### src/rtl/pps_pkg.sv
package pps_pkg;
    typedef enum logic [1:0] {
        SRC_INT60 = 2'd0,
        SRC_INT50 = 2'd1,
        SRC_EXT   = 2'd2
    } clk_src_e;

    typedef enum logic [1:0] {
        ST_CONV  = 2'd0,
        ST_SLEEP = 2'd1,
        ST_READ  = 2'd2
    } seq_state_e;
endpackage

### src/rtl/pps_fo_detect.sv
module pps_fo_detect
    import pps_pkg::*;
#(
    parameter int QUIET_CYC = 19531
) (
    input  logic     clk,
    input  logic     rst_n,
    input  logic     fo_in,
    output logic     fo_rise,
    output clk_src_e src
);
    localparam int QW = $clog2(QUIET_CYC + 1);

    logic [2:0]    sync_q;
    logic [QW-1:0] quiet_q;
    logic          ext_q;
    logic          lvl, prv, any_edge;

    assign lvl      = sync_q[1];
    assign prv      = sync_q[2];
    assign any_edge = lvl ^ prv;
    assign fo_rise  = lvl & ~prv;
    assign src      = ext_q ? SRC_EXT : (lvl ? SRC_INT50 : SRC_INT60);

    always_ff @(posedge clk or negedge rst_n) begin
        if (!rst_n) begin
            sync_q  <= '0;
            quiet_q <= '0;
            ext_q   <= 1'b0;
        end else begin
            sync_q <= {sync_q[1:0], fo_in};
            if (any_edge) begin
                ext_q   <= 1'b1;
                quiet_q <= '0;
            end else if (quiet_q == QW'(QUIET_CYC - 1)) begin
                ext_q   <= 1'b0;
            end else begin
                quiet_q <= quiet_q + 1'b1;
            end
        end
    end

    // an edge on the synchronized pin selects the external source
    a_r5_edge_sets_ext: assert property (@(posedge clk) disable iff (!rst_n)
        any_edge |=> (src == SRC_EXT));
    // the quiet counter never passes its window
    a_r5_quiet_bound: assert property (@(posedge clk) disable iff (!rst_n)
        quiet_q <= QW'(QUIET_CYC - 1));
endmodule

### src/rtl/pps_tick_gen.sv
module pps_tick_gen
    import pps_pkg::*;
#(
    parameter int DIV50 = 390,
    parameter int DIV60 = 325
) (
    input  logic     clk,
    input  logic     rst_n,
    input  clk_src_e src,
    input  logic     fo_rise,
    output logic     tick
);
    localparam int DMAX = (DIV50 > DIV60) ? DIV50 : DIV60;
    localparam int DW   = $clog2(DMAX + 1);

    logic [DW-1:0] div_q;
    logic [DW-1:0] lim_m1;

    assign lim_m1 = (src == SRC_INT50) ? DW'(DIV50 - 1) : DW'(DIV60 - 1);

    always_ff @(posedge clk or negedge rst_n) begin
        if (!rst_n) begin
            div_q <= '0;
            tick  <= 1'b0;
        end else if (src == SRC_EXT) begin
            div_q <= '0;
            tick  <= fo_rise;
        end else if (div_q >= lim_m1) begin
            div_q <= '0;
            tick  <= 1'b1;
        end else begin
            div_q <= div_q + 1'b1;
            tick  <= 1'b0;
        end
    end

    // divider stays below the larger division ratio
    a_r3_div_range: assert property (@(posedge clk) disable iff (!rst_n)
        div_q < DW'(DMAX));
    // in external mode a tick needs a rising edge
    a_r5_ext_tick: assert property (@(posedge clk) disable iff (!rst_n)
        (src == SRC_EXT && !fo_rise) |=> !tick);
endmodule

### src/rtl/pps_conv_count.sv
module pps_conv_count #(
    parameter int N = 20480
) (
    input  logic clk,
    input  logic rst_n,
    input  logic en,
    input  logic tick,
    output logic last
);
    localparam int CW = $clog2(N + 1);

    logic [CW-1:0] cnt_q;

    assign last = en && tick && (cnt_q == CW'(N - 1));

    always_ff @(posedge clk or negedge rst_n) begin
        if (!rst_n)
            cnt_q <= '0;
        else if (last)
            cnt_q <= '0;
        else if (en && tick)
            cnt_q <= cnt_q + 1'b1;
    end

    // tick count stays inside one conversion
    a_r2_cnt_bound: assert property (@(posedge clk) disable iff (!rst_n)
        cnt_q < CW'(N));
    // the final tick rewinds the count
    a_r2_last_clears: assert property (@(posedge clk) disable iff (!rst_n)
        last |=> (cnt_q == '0));
endmodule

### src/rtl/pingpong_seq.sv
module pingpong_seq
    import pps_pkg::*;
#(
    parameter int SYS_HZ     = 50_000_000,
    parameter int CONV_TICKS = 20480,
    parameter int RES_W      = 24,
    parameter bit DUAL       = 1'b1
) (
    input  logic             clk,
    input  logic             rst_n,
    input  logic             fo_in,
    input  logic             cs_n,
    input  logic             xfer_end,
    output logic             conv_done,
    output logic             done_chan,
    output logic             chan_sel,
    output logic             conv_busy,
    output logic             dout_en,
    output logic [1:0]       clk_src,
    output logic [RES_W-1:0] res_data
);
    localparam int DIV50     = SYS_HZ / 128000;
    localparam int DIV60     = SYS_HZ / 153600;
    localparam int QUIET_CYC = SYS_HZ / 2560;
    localparam int SW        = RES_W - 1;

    clk_src_e   src;
    logic       fo_rise, tick, last;
    logic       cs_prev, cs_rise;
    logic       chan_q;
    logic [SW-1:0] seq_q;
    seq_state_e st_q, st_d;

    pps_fo_detect #(.QUIET_CYC(QUIET_CYC)) u_det (
        .clk(clk), .rst_n(rst_n), .fo_in(fo_in), .fo_rise(fo_rise), .src(src)
    );

    pps_tick_gen #(.DIV50(DIV50), .DIV60(DIV60)) u_tick (
        .clk(clk), .rst_n(rst_n), .src(src), .fo_rise(fo_rise), .tick(tick)
    );

    pps_conv_count #(.N(CONV_TICKS)) u_cnt (
        .clk(clk), .rst_n(rst_n), .en(st_q == ST_CONV), .tick(tick), .last(last)
    );

    assign cs_rise   = cs_n && !cs_prev;
    assign clk_src   = src;
    assign conv_busy = (st_q == ST_CONV);
    assign dout_en   = (st_q == ST_READ);
    assign chan_sel  = chan_q;

    // next state
    always_comb begin
        st_d = st_q;
        unique case (st_q)
            ST_CONV:  if (last) st_d = cs_n ? ST_SLEEP : ST_READ;
            ST_SLEEP: if (!cs_n) st_d = ST_READ;
            ST_READ:  if (cs_rise || xfer_end) st_d = ST_CONV;
            default:  st_d = ST_CONV;
        endcase
    end

    // state register
    always_ff @(posedge clk or negedge rst_n) begin
        if (!rst_n) st_q <= ST_CONV;
        else        st_q <= st_d;
    end

    // outputs
    always_ff @(posedge clk or negedge rst_n) begin
        if (!rst_n) begin
            conv_done <= 1'b0;
            done_chan <= 1'b0;
            res_data  <= '0;
            seq_q     <= '0;
            cs_prev   <= 1'b1;
        end else begin
            cs_prev   <= cs_n;
            conv_done <= last;
            if (last) begin
                done_chan <= chan_q;
                res_data  <= {chan_q, seq_q};
                seq_q     <= seq_q + 1'b1;
            end
        end
    end

    generate
        if (DUAL) begin : g_dual
            always_ff @(posedge clk or negedge rst_n) begin
                if (!rst_n)    chan_q <= 1'b0;
                else if (last) chan_q <= ~chan_q;
            end
            // after each conversion the other channel is selected
            a_r6_alternate: assert property (@(posedge clk) disable iff (!rst_n)
                conv_done |-> (chan_sel != done_chan));
        end else begin : g_single
            assign chan_q = 1'b0;
        end
    endgenerate

    // done strobe lasts one cycle
    a_r2_done_pulse: assert property (@(posedge clk) disable iff (!rst_n)
        conv_done |=> !conv_done);
    // sleep holds while chip select stays high
    a_r7_sleep_hold: assert property (@(posedge clk) disable iff (!rst_n)
        (st_q == ST_SLEEP && cs_n) |=> (st_q == ST_SLEEP));
    // chip-select rise in readout restarts conversion
    a_r9_abort: assert property (@(posedge clk) disable iff (!rst_n)
        (st_q == ST_READ && cs_rise) |=> conv_busy);
    // a conversion leaves CONVERT only on its last tick
    a_r10_conv_hold: assert property (@(posedge clk) disable iff (!rst_n)
        (st_q == ST_CONV && !last) |=> conv_busy);
    // result MSB names the finished channel
    a_r11_res_chan: assert property (@(posedge clk) disable iff (!rst_n)
        conv_done |-> (res_data[RES_W-1] == done_chan));
    // readout only follows a low chip select
    a_r8_wake: assert property (@(posedge clk) disable iff (!rst_n)
        $rose(dout_en) |-> !$past(cs_n));
endmodule

### config.mk
export PLATFORM = sky130hd
export DESIGN_NAME = pingpong_seq
export DESIGN_NICKNAME = d
export VERILOG_FILES = /design/src/rtl/pps_pkg.sv /design/src/rtl/pps_fo_detect.sv /design/src/rtl/pps_tick_gen.sv /design/src/rtl/pps_conv_count.sv /design/src/rtl/pingpong_seq.sv
export SDC_FILE = /design/constraint.sdc
export NUM_CORES = 1
export LEC_CHECK = 0
export ABC_CLOCK_PERIOD_IN_PS = 7300
export BUFFER_PORTS_ARGS = -buffer_cell sky130_fd_sc_hd__buf_2
export CAP_MARGIN = 0
export CELL_PAD_IN_SITES_DETAIL_PLACEMENT = 0
export CELL_PAD_IN_SITES_GLOBAL_PLACEMENT = 2
export CORE_ASPECT_RATIO = 2
export CORE_MARGIN = 4
export CORE_UTILIZATION = 44
export DETAILED_ROUTE_END_ITERATION = 12
export PLACE_DENSITY = 0.87
export SLEW_MARGIN = 20
export SYNTH_ARGS = -nofsm -noshare
export SYNTH_HDL_FRONTEND = slang
export SYNTH_HIERARCHICAL = 1
export SYNTH_SLANG_ARGS = --single-unit
### constraint.sdc
create_clock -name clk -period 7.3 [get_ports clk]
set_input_delay 1.095 -clock clk [delete_from_list [all_inputs] [get_ports clk]]
set_output_delay 1.095 -clock clk [all_outputs]
set_load 0.01 [all_outputs]
## Word-level counts from Yosys, hierarchy flattened

Cells that the tools add are included.

| word-level totals | value |
|---|---|
| register bits after elaboration | 97 |
| output and inout port bits | 31 |

| cells by class | value |
|---|---|
| mux-type cells | 18 |
| reduce and logical (&&, ||, !) cells | 9 |
| $add $sub $neg | 4 |
| bitwise operators | 4 |
| eq/ne operators | 10 |
| $lt $le $gt $ge | 1 |

Operator list:

| kind | number |
|---|---|
| $mux W15 | 4 |
| $add A15 B1 Y15 const B | 2 |
| $eq A15 B15 Y1 const B | 2 |
| $add A23 B1 Y23 const B | 1 |
| $mux W9 | 2 |
| $mux W2 | 5 |
| $add A9 B1 Y9 const B | 1 |
| $ge A9 B9 Y1 | 1 |
| $mux W8 | 1 |
| $pmux W2 S3 | 1 |
| $mux W1 | 5 |
| $eq A2 B1 Y1 const B | 2 |
| $eq A2 B2 Y1 const B | 2 |
| $ne A2 B1 Y1 const B | 2 |
| $ne A2 B2 Y1 const B | 2 |
| $reduce_bool A2 Y1 | 2 |
| $logic_and A1 B1 Y1 | 3 |
| $reduce_and A3 Y1 | 1 |
| $logic_not A2 Y1 | 1 |
| $not A1 Y1 | 2 |
| $and A1 B1 Y1 | 1 |
| $logic_not A1 Y1 | 1 |
| $logic_or A1 B1 Y1 | 1 |
| $xor A1 B1 Y1 | 1 |

## Logic depth before layout (Yosys ltp)

Gate-level depths: netlist of the first run.

| logic depth | value |
|---|---|
| word-level depth | 7 |
| depth in mapped cells | 8 |
| depth with buffers taken out | 8 |

## By module

Netlist of the first run, hierarchy kept.

Modules (own cells, without submodules):

| module | sequential area each (um^2) | area an instance (um^2) | cells an instance | instances |
|---|---|---|---|---|
| pingpong_seq | 1302.5 | 2102.0 | 145 | 1 |
| pps_fo_detect | 475.5 | 996.0 | 97 | 1 |
| pps_conv_count | 375.4 | 755.7 | 75 | 1 |
| pps_tick_gen | 250.2 | 520.5 | 46 | 1 |

## Worst setup path after synthesis of the first run

Ideal clock, no wire load.

| timing | value |
|---|---|
| path type | reg2reg |
| start point | register st_q[0] |
| end point | register seq_q[12] |
| data arrival time | 2755 ps |
| period minus slack after synthesis | 2835 ps |
| stages on the path, launching flop included | 9 |
| data required time | 7221 ps |
| setup slack | 4465 ps |
| library setup time | 79 ps |
| path buffers | 0 |
| path through | dfrtp_1 > nor2_1 > nand3_1 > or3_4 > nor4b_4 > and3_4 > or3b_1 > nor2_1 > xor2_1 |

| on the way | value |
|---|---|
| cells in the longest elaborated chain, start to end | 3 |

RTL lines:

| element | RTL line | RTL |
|---|---|---|
| from (decl) | pingpong_seq.sv:32 | `seq_state_e st_q, st_d;` |
| from (signal assigned) | pingpong_seq.sv:66 | `else st_q <= st_d;` |
| $logic_not A2 Y1 | - |  |
| via conv_busy | pingpong_seq.sv:17 | `output logic conv_busy,` |
| $logic_and A1 B1 Y1 (2 in a row) | pps_conv_count.sv:14 | `assign last = en && tick && (cnt_q == CW'(N - 1));` |
| via last | pingpong_seq.sv:28 | `logic fo_rise, tick, last;` |
| to (signal assigned) | pingpong_seq.sv:83 | `seq_q <= seq_q + 1'b1;` |
| to (decl) | pingpong_seq.sv:31 | `logic [SW-1:0] seq_q;` |

The timed path passes the listed nets, and every way through them passes these cells.
A chain may end at the register's enable or synchronous reset.

## Final worst setup path of the first run

| timing | value |
|---|---|
| start point | register st_q[0] |
| end point | register seq_q[11] |

| on the way | value |
|---|---|
| cells in the longest elaborated chain, start to end | 3 |

RTL lines:

| element | RTL line | RTL |
|---|---|---|
| $logic_not A2 Y1 | pingpong_seq.sv:43 | `.clk(clk), .rst_n(rst_n), .en(st_q == ST_CONV), .tick(tick), .last(last)` |
| $logic_and A1 B1 Y1 (2 in a row) | pps_conv_count.sv:14 |  |
| via last | pingpong_seq.sv:28 |  |

The timed path passes the listed nets, and every way through them passes these cells.

==> metrics.md, run 1 <==
| Metric | Value |
|---|---|
| Global-route usage over all layers | `0.148` |
| Fillcell total | `899` |
| CTS clock-pin slew for the worst setup and hold paths | `0.07 ns` |
| Dpl cells | `525` |
| Via/cell ratio | `5.29` |
| Cts repair resizes | `0` |
| Utilization after layout | `0.517` |
| Worst min path class | `reg2reg` |
| Synth Area in XOR/XNOR | `0.0841` |
| Final setup skew | `0.00857 ns` |
| Crit end category | `flip-flop` |
| Final Hold Fails | `0` |
| Ys async rst share | `1.00` |
| Design Area, Final | `0.00501 mm²` |
| Worst hold path startpoint | `u_det/sync_q[0]` |
| Post-Layout Cell Count | `541` |
| Adder-cell share of the synthesized area | `0.0172` |
| Largest net degree at the start of global routing | `81` |
| Post-CTS Hold Fix Bufs | `0` |
| Drt drc | `0` |
| Post-route ant nets | `0` |
| Die ar. | `0.0117 mm²` |
| Largest family of logic cells by synthesized area | `simple AND/OR/NAND/NOR gates` |
| Reg2Reg Setup Slack | `4.51 ns` |
| Synth Instances | `363` |
| CTS max path bufs | `2` |
| Synthesized area per cell | `12.1 µm²` |
| Max Cap Violations | `0` |
| CP dominant cell by count | `nand4_1` |
| Minimum hold slack | `0.348 ns` |
| Type of the worst setup path | `reg2reg` |
| Final min period | `2.79 ns` |
| Root Driver | `clkbuf_16` |
| Number of synthesized flops with an enable pin | `0` |
| Synth Area in Compound Gates | `0.0535` |
| Site row count | `51` |
| Initial core utilization | `0.451` |
| DP Area | `0.00470 mm²` |
| Power Density | `221 mW/mm²` |
| Worst-skew pair later-pin latency | `0.33 ns` |
| CP Cell Sequence | `nor2_1 -> nand3_1 -> or3_4 -> nor4b_4 -> nand4_1 -> nor3_1 -> nand4_1 -> xnor2_1` |
| Die H | `149 µm` |
| Cell Area, Synth | `0.00437 mm²` |
| Post-CTS setup buffer count | `0` |
| Family with the most delay on the worst path | `simple AND/OR/NAND/NOR gates` |
| Final wirelength | `8.04 mm` |
| WP data arrival | `3.01 ns` |
| H-tree depth | `3` |
| Synth area leader | `dfrtp_1` |
| Global-route wire length before repair | `13.6 mm` |
| Count of final setup violators | `0` |
| Final Max Slew Viols | `0` |
| Initial antenna violation count | `0` |
| Via Count | `2863` |
| Clock network power share | `0.437` |
| Synth top area share | `0.543` |
| Switching share of total power | `0.223` |
| CTS tree | `yes` |
| I/O Pins | `36` |
| Most frequent cell after synthesis | `dfrtp_1` |
| Psw | `0.247 mW` |
| CTS Sinks | `96` |
| RD Place Congestion | `0.734` |
| Seq cells post-synth | `96` |
| DP HPWL | `5.66 mm` |
| Top cells by area, synth | `dfrtp_1, mux2_2, xnor2_1` |
| Internal power | `0.863 mW` |
| Pre-antenna DRT Iters | `4` |
| Ys flop type | `dfrtp_1` |
| Layout area overhead | `14.6%` |
| CP Launch Type | `flip-flop` |
| Core box area | `0.00970 mm²` |
| Crit-path max FO | `6` |
| Post-synthesis mux area share | `0.0807` |
| IO Port Bufs | `35` |
| Drt first-iter violations | `122` |
| WL/cell | `14.9 µm` |
| Synth unique cells | `53` |
| Status | `complete, no violations` |
| Transition time of the tightest slew-check pin | `0.978 ns` |
| Max-slew headroom at the worst pin | `0.348` |
| Seq pwr share | `0.516` |
| Slowest stage cell, crit path | `or3_4` |
| Antenna cells | `0` |
| Max incr delay on CP | `0.45 ns` |
| TNS Setup | `0 ns` |
| Share of layout cells above drive strength 1 | `0.242` |
| RSZ-0062 raised after global routing | `no` |
| Final Cycle Share | `0.382` |
| Syn. warnings | `6` |
| Critical Path RT | `7.52 ns` |
| Lkg Pwr | `2.39 nW` |
| Die width | `78.5 µm` |
| Post-synth top cells | `dfrtp_1, nand2_1, mux2_2, xnor2_1, nand3_1` |
| Post-synthesis simple-gate area fraction | `0.197` |
| Syn nets | `374` |
| Buf/Inv on CP | `0` |
| Grt ovf | `0` |
| Register area share after synthesis | `0.549` |
| Combinational group share of total power | `0.047` |
| Final net count | `415` |
| Peak supply drop | `0.149 mV` |
| Number of buffers created by CTS | `9` |
| Achievable frequency | `0.359 GHz` |
| Critical path launch point | `st_q[0]` |
| Vias in the first global route | `2837` |
| Reg-to-reg startpoint | `st_q[0]` |
[metrics by stage]
stage	power, mW	setup slack (ns)
after floorplan	0.609	4.47
after global placement	0.633	4.55
after detailed placement	0.635	4.52
after CTS	1.13	4.50
after global routing	1.15	4.20
final	1.11	4.51
[power groups by stage]
| stage | Combinational (mW) | Clock [mW] | Sequential [mW] |
|---|---|---|---|
| global placement | 0.0512 | 0 | 0.581 |
| finish | 0.0519 | 0.485 | 0.573 |
| floorplan | 0.0328 | 0 | 0.576 |
| detailed placement | 0.0533 | 0 | 0.581 |
| global route | 0.0597 | 0.520 | 0.575 |
| CTS | 0.0531 | 0.502 | 0.572 |
[per-layer routing]
| layer | global-route usage | share of wire |
|---|---|---|
| met2 | 0.258 | 0.54 |
| met5 | 0 | 0 |
| met3 | 0.0314 | 0.027 |
| met1 | 0.172 | 0.42 |
| met4 | 0.0683 | 0.019 |
[worst register-to-register path, cell delays in order (launching register included)]
cell,delay [ns]
dfrtp_1,0.39
nor2_1,0.28
nand3_1,0.25
or3_4,0.45
nor4b_4,0.33
nand4_1,0.30
nor3_1,0.36
nand4_1,0.17
xnor2_1,0.15
[area by class of cell]
type | count | area, µm² | share of cell area
tap | 132 | 165 | 0.0329
clock inverter | 4 | 51.3 | 0.0102
inverter | 11 | 41.3 | 0.00824
clock buffer | 12 | 267 | 0.0532
sequential | 96 | 2400 | 0.479
multi-input combinational | 249 | 1890 | 0.378
timing repair buffer | 37 | 193 | 0.0384
[sequential cells by signal, indices dropped and copies added, names as in the netlist]
register and flops:
res_data 23, seq_q 23, u_cnt/cnt_q 15, u_det/quiet_q 15, u_tick/div_q 9, u_det/sync_q 3, st_q 2, chan_sel 1
conv_done 1, cs_prev 1, done_chan 1, u_det/ext_q 1, u_tick/tick 1
[cell families (layout without fill, tap and decap cells)]
| logic type | count (synthesis) | count (layout) |
|---|---|---|
| flip-flops | 96 | 96 |
| AND/OR/NAND/NOR | 137 | 137 |
| AO/OA/AOI/OAI | 32 | 32 |
| buffers and inverters | 18 | 64 |
| adder cells (fa/ha/maj) | 6 | 6 |
| XOR/XNOR | 42 | 42 |
| multiplexers | 32 | 32 |
[path summary, 6_finish.rpt]
path	end	cells past startpoint
worst max register to register	seq_q[11]	8
worst min register to register	u_det/sync_q[1]	0
min in group asynchronous	u_cnt/cnt_q[3]	1
max in group asynchronous	seq_q[14]	2
worst min-delay path	u_det/sync_q[1]	0
worst max-delay path	seq_q[11]	8
[cells in the final DEF (no fill, tap or decap), types with 10 or more instances in the layout]
master,netlist,layout
dfrtp_1,95,95
buf_2,2,34
nand2_1,30,30
mux2_2,26,26
xnor2_1,26,26
nand3_1,19,19
nor2_1,17,17
xor2_1,16,16
nand4_1,10,10
nor3_1,10,10
Note: power is estimated with default switching activity, not from simulation.
==> run 2, diff against run 1 <==
--- a/config.mk
+++ b/config.mk
@@ -5,16 +5,16 @@
 export SDC_FILE = /design/constraint.sdc
 export NUM_CORES = 1
 export LEC_CHECK = 0
-export ABC_CLOCK_PERIOD_IN_PS = 7300
+export ABC_CLOCK_PERIOD_IN_PS = 2450
 export BUFFER_PORTS_ARGS = -buffer_cell sky130_fd_sc_hd__buf_2
 export CAP_MARGIN = 0
 export CELL_PAD_IN_SITES_DETAIL_PLACEMENT = 0
 export CELL_PAD_IN_SITES_GLOBAL_PLACEMENT = 2
 export CORE_ASPECT_RATIO = 2
 export CORE_MARGIN = 4
-export CORE_UTILIZATION = 44
+export CORE_UTILIZATION = 37
 export DETAILED_ROUTE_END_ITERATION = 12
-export PLACE_DENSITY = 0.87
+export PLACE_DENSITY = 0.78
 export SLEW_MARGIN = 20
 export SYNTH_ARGS = -nofsm -noshare
 export SYNTH_HDL_FRONTEND = slang
==> constraint.sdc (replaced) <==
create_clock -name clk -period 2.45 [get_ports clk]
set_input_delay 0.3675 -clock clk [delete_from_list [all_inputs] [get_ports clk]]
set_output_delay 0.3675 -clock clk [all_outputs]
set_load 0.01 [all_outputs]
==> run 2 against run 1 <==
Against the previous run:
- worst hold slack worse by 0.34 ns
- sequential power grew to 2.9 times the previous value
- cell count is 4.6% higher
- critical endpoint is now seq_q[12]
- largest cell class unchanged
==> metrics.md, run 2 (synthesis gave the netlist of run 1 again) <==
| Metric | Value |
|---|---|
| Final Max Slew Viols | `0` |
| Most common cell after layout, fill and taps aside | `dfrtp_1` |
| WL/cell | `14.8 µm` |
| Final Cycle Share | `0.967` |
| Post-CTS Hold Fix Bufs | `0` |
| CP Launch Type | `flip-flop` |
| Design Area, Final | `0.00516 mm²` |
| Worst min path class | `in2async` |
| Global-route usage over all layers | `0.132` |
| RD Place Congestion | `0.761` |
| Power consumption | `3.32 mW` |
| Share of layout cells above drive strength 1 | `0.280` |
| Die ar. | `0.0137 mm²` |
| CP dominant cell by count | `nor2_4` |
| Status | `complete, no violations` |
| Minimum hold slack | `0.00806 ns` |
| DP Area | `0.00480 mm²` |
| DP HPWL | `6.04 mm` |
| Transition time of the tightest slew-check pin | `0.547 ns` |
| Global-route wire length before repair | `14.4 mm` |
| Worst-skew pair later-pin latency | `0.34 ns` |
| Count of final setup violators | `0` |
| Core box area | `0.0116 mm²` |
| IO Port Bufs | `35` |
| Reg2Reg Setup Slack | `0.08 ns` |
| Die width | `84.9 µm` |
| CTS tree | `yes` |
| Drt first-iter violations | `71` |
| Peak supply drop | `0.440 mV` |
| Final Hold Fails | `0` |
| Critical Path RT | `2.71 ns` |
| Layout area overhead | `18.0%` |
| CTS max path bufs | `2` |
| Pre-antenna DRT Iters | `4` |
| Max-slew headroom at the worst pin | `0.632` |
| Final net count | `427` |
| Dpl cells | `545` |
| Vias in the first global route | `2983` |
| CTS Sinks | `96` |
| Slowest stage cell, crit path | `dfrtp_1` |
| Type of the worst setup path | `reg2reg` |
| Final wirelength | `8.37 mm` |
| Crit-path max FO | `5` |
| Via Count | `2870` |
| Achievable frequency | `0.422 GHz` |
| Drt drc | `0` |
| RSZ-0062 raised after global routing | `yes` |
| Number of buffers created by CTS | `9` |
| Grt ovf | `0` |
| WP data arrival | `2.63 ns` |
| H-tree depth | `3` |
| Reg-to-reg startpoint | `st_q[1]` |
| R2R depth | `8` |
| Site row count | `56` |
| Via/cell ratio | `5.07` |
| Final min period | `2.37 ns` |
| Max Cap Violations | `0` |
| Antenna cells | `0` |
| Biggest regs | `res_data: 23 flops, seq_q: 23 flops` |
| Max incr delay on CP | `0.42 ns` |
| Power Density | `644 mW/mm²` |
| Die H | `162 µm` |
| I/O Pins | `36` |
| Root Driver | `clkbuf_16` |
| CP Cell Sequence | `nor2_4 -> nand3_2 -> or3_4 -> nor4b_4 -> and3_4 -> or3b_4 -> nor2_4 -> xor2_1` |
| RR Endpoint | `seq_q[12]` |
| Initial core utilization | `0.376` |
| CTS clock-pin slew for the worst setup and hold paths | `0.07 ns` |
| Critical path launch point | `st_q[1]` |
| Post-route ant nets | `0` |
| Final setup skew | `0.00904 ns` |
| Crit end category | `flip-flop` |
| Largest net degree at the start of global routing | `57` |
| Initial antenna violation count | `0` |
| Commonest cells after routing, fill and taps aside | `dfrtp_1, buf_2, nand2_1` |
| Post-Layout Cell Count | `566` |
| Lkg Pwr | `2.45 nW` |
[run 2: changes by cell type in the layout (fill, tap and decap cells not counted), moves of 2 or more]
cell	delta
buf_4	+11
nor2_1	-3
clkbuf_8	-2
inv_6	+2
nor2_4	+2
[run 2: worst max-delay path by stage]
stage	to	slack (ns)	cells past startpoint
5_1_grt	seq_q[12]	-0.08	8
2_1_floorplan	done_chan	-0.05	7
3_5_place_dp	seq_q[12]	0.04	8
3_3_place_gp	seq_q[22]	0.1	8
6_report	seq_q[12]	0.08	8
4_1_cts	seq_q[18]	0.009	8
[run 2: metrics by stage]
stage,setup slack [ns],setup TNS (ns),util
floorplan,-0.0498,-0.700,-
finish,0.0799,0,0.444
global placement,0.0973,0,0.413
CTS,0.00865,0,0.439
detailed placement,0.0397,0,0.413
global route,-0.0762,-0.512,0.444
[run 2: final cells by class]
class | count | area [µm²]
Multi-Input combinational cell | 249 | 1940
Tap cell | 145 | 181
Clock buffer | 11 | 243
Clock inverter | 5 | 61.3
Timing Repair Buffer | 49 | 295
Sequential cell | 96 | 2400
Fill cell | 1125 | 6470
Inverter | 11 | 41.3
[run 2: per-layer routing]
| layer | GRT usage | routed length, µm | vias to the layer above |
|---|---|---|---|
| met1 | 0.146 | 3300 | 1423 |
| met2 | 0.239 | 4620 | 34 |
| met5 | 0 | 0 | - |
| li1 | - | - | 1402 |
| met4 | 0.0540 | 161 | 0 |
| met3 | 0.0305 | 289 | 11 |
[run 2: repair_timing]
item	in CTS	in global routing
endpoints found under the setup margin	0	40
setup buffers	0	5
resized for setup	0	4
[run 2: worst max-delay path: cells and delay by family (launching register included)]
kind | cells | cell delay [ns]
AND/OR/NAND/NOR | 7 | 1.71
flip-flops | 1 | 0.42
XOR/XNOR | 1 | 0.15
[run 2: power by group]
group / internal (mW) / switching [mW] / total (mW)
clock network: 0.827 / 0.585 / 1.41
logic: 0.102 / 0.118 / 0.220
registers: 1.64 / 0.0570 / 1.69
==> run 3, diff against run 2 <==
--- a/config.mk
+++ b/config.mk
@@ -14,7 +14,7 @@
 export CORE_MARGIN = 4
 export CORE_UTILIZATION = 37
 export DETAILED_ROUTE_END_ITERATION = 12
-export PLACE_DENSITY = 0.78
+export PLACE_DENSITY = 0.72
 export SLEW_MARGIN = 20
 export SYNTH_ARGS = -nofsm -noshare
 export SYNTH_HDL_FRONTEND = slang
==> run 3 against run 2 <==
Against the previous run:
- sequential cell count is the same
- setup slack better by 0.091 ns
- cell area down 0.63%
- maximum frequency grew 4.0%
- worst hold slack improved by 0.030 ns
- sequential share of layout area is 0.30 points higher
- sequential power hardly changed
==> metrics.md, run 3 (synthesis gave the netlist of run 1 again) <==
| Metric | Value |
|---|---|
| Initial antenna violation count | `0` |
| IO Port Bufs | `35` |
| R2R depth | `9` |
| Max Cap Violations | `0` |
| Die H | `162 µm` |
| Combinational group share of total power | `0.064` |
| Core box area | `0.0116 mm²` |
| Transition time of the tightest slew-check pin | `0.646 ns` |
| CTS max path bufs | `2` |
| CP Launch Type | `flip-flop` |
| Achievable frequency | `0.439 GHz` |
| Biggest regs | `res_data: 23 flops, seq_q: 23 flops` |
| CTS tree | `yes` |
| Type of the worst setup path | `reg2reg` |
| Reg-to-reg startpoint | `u_cnt/cnt_q[0]` |
| Antenna cells | `0` |
| Pre-antenna DRT Iters | `4` |
| Layout area overhead | `17.3%` |
| Drt drc | `0` |
| Initial core utilization | `0.376` |
| Vias in the first global route | `2996` |
| Via/cell ratio | `5.13` |
| Site row count | `56` |
| Status | `complete, no violations` |
| RD Place Congestion | `0.753` |
| Dpl cells | `547` |
| Commonest cells after routing, fill and taps aside | `dfrtp_1, buf_2, nand2_1` |
| Reg2Reg Setup Slack | `0.17 ns` |
| Switching share of total power | `0.248` |
| I/O Pins | `36` |
| Drt first-iter violations | `71` |
| Final Max Slew Viols | `0` |
| RR Endpoint | `seq_q[18]` |
| Die ar. | `0.0137 mm²` |
| Psw | `0.800 mW` |
| Peak supply drop | `0.342 mV` |
| Via Count | `2900` |
| Grt ovf | `0` |
| Most common cell after layout, fill and taps aside | `dfrtp_1` |
| CTS clock-pin slew for the worst setup and hold paths | `0.07 ns` |
| RSZ-0062 raised after global routing | `yes` |
| Post-route ant nets | `0` |
| Global-route usage over all layers | `0.134` |
| Crit end category | `flip-flop` |
| TNS Setup | `0 ns` |
| Die width | `84.9 µm` |
| Crit-path max FO | `5` |
| Power consumption | `3.23 mW` |
| Largest net degree at the start of global routing | `49` |
| Final Hold Fails | `0` |
| Worst min path class | `in2async` |
| WL/cell | `15.1 µm` |
| Final net count | `426` |
| Internal power | `2.43 mW` |
| Critical Path RT | `2.67 ns` |
| Seq pwr share | `0.523` |
| Worst-skew pair later-pin latency | `0.34 ns` |
| Global-route wire length before repair | `14.9 mm` |
| Power Density | `629 mW/mm²` |
| H-tree depth | `3` |
| CTS Sinks | `96` |
| Share of layout cells above drive strength 1 | `0.279` |
| Final min period | `2.28 ns` |
| Clock network power share | `0.413` |
| Max-slew headroom at the worst pin | `0.570` |
| Final wirelength | `8.53 mm` |
| Post-Layout Cell Count | `565` |
| Lkg Pwr | `2.43 nW` |
| Number of buffers created by CTS | `9` |
| Critical path launch point | `u_cnt/cnt_q[0]` |
| DP HPWL | `6.09 mm` |
| WP data arrival | `2.50 ns` |
| Root Driver | `clkbuf_16` |
| Final setup skew | `0.00998 ns` |
| Final Cycle Share | `0.930` |
| Count of final setup violators | `0` |
==> run 3: how the worst max path moves through the flow <==
stage	to	cells past startpoint	slack, ns
after floorplan	done_chan	7	-0.05
after global placement	seq_q[18]	8	0.16
after detailed placement	seq_q[20]	8	0.16
after CTS	seq_q[20]	8	0.14
after global routing	seq_q[18]	9	-0.002
final	seq_q[18]	9	0.17
==> run 3: critical path: stages, from the launching register on <==
cell and delay, ns:
dfrtp_1 0.35, ha_1 0.19, nand2_1 0.08, or3_4 0.40
nor4b_4 0.26, and3_4 0.27, nor4b_4 0.19, buf_4 0.18
nand4_1 0.11, xnor2_1 0.14
==> run 3: power groups by stage <==
stage / combinational [mW] / sequential (mW) / clock, mW
5_1_grt: 0.244 / 1.69 / 1.44
6_report: 0.208 / 1.69 / 1.33
4_1_cts: 0.213 / 1.68 / 1.38
3_3_place_gp: 0.209 / 1.71 / 0
2_1_floorplan: 0.0985 / 1.72 / 0
3_5_place_dp: 0.213 / 1.71 / 0
==> run 3: area by class of cell <==
cell class,count,area (µm²)
inverters,11,41.3
repair buffers,48,300
clock inverters,7,56.3
fillers,1148,6500
multi-input cells,249,1920
well taps,145,181
flip-flops and latches,96,2400
clock buffers,9,225
==> run 3: layer usage <==
layer / part of all wire / global-route usage / vias up
met2: 0.55 / 0.244 / 37
met3: 0.032 / 0.0299 / 7
met1: 0.40 / 0.149 / 1465
met4: 0.014 / 0.0512 / 0
li1: - / - / 1391
met5: 0 / 0 / -
==> run 3: repair_timing <==
item                       4_1_cts  5_1_grt
hold buffers                     0        0
setup endpoints to repair        0        6
setup buffers                    0        2
resized for setup                0        1
==> run 3: per-stage QoR <==
step / cell area (µm²) / hold slack [ns] / util / setup WS, ns
floorplan: 4400 / 0.0719 / - / -0.0498
global placement: 4830 / 0.335 / 0.415 / 0.162
detailed placement: 4830 / 0.336 / 0.415 / 0.162
CTS: 5110 / 0.0706 / 0.439 / 0.139
global route: 5130 / 0.0951 / 0.441 / -0.00208
finish: 5130 / 0.0379 / 0.441 / 0.171
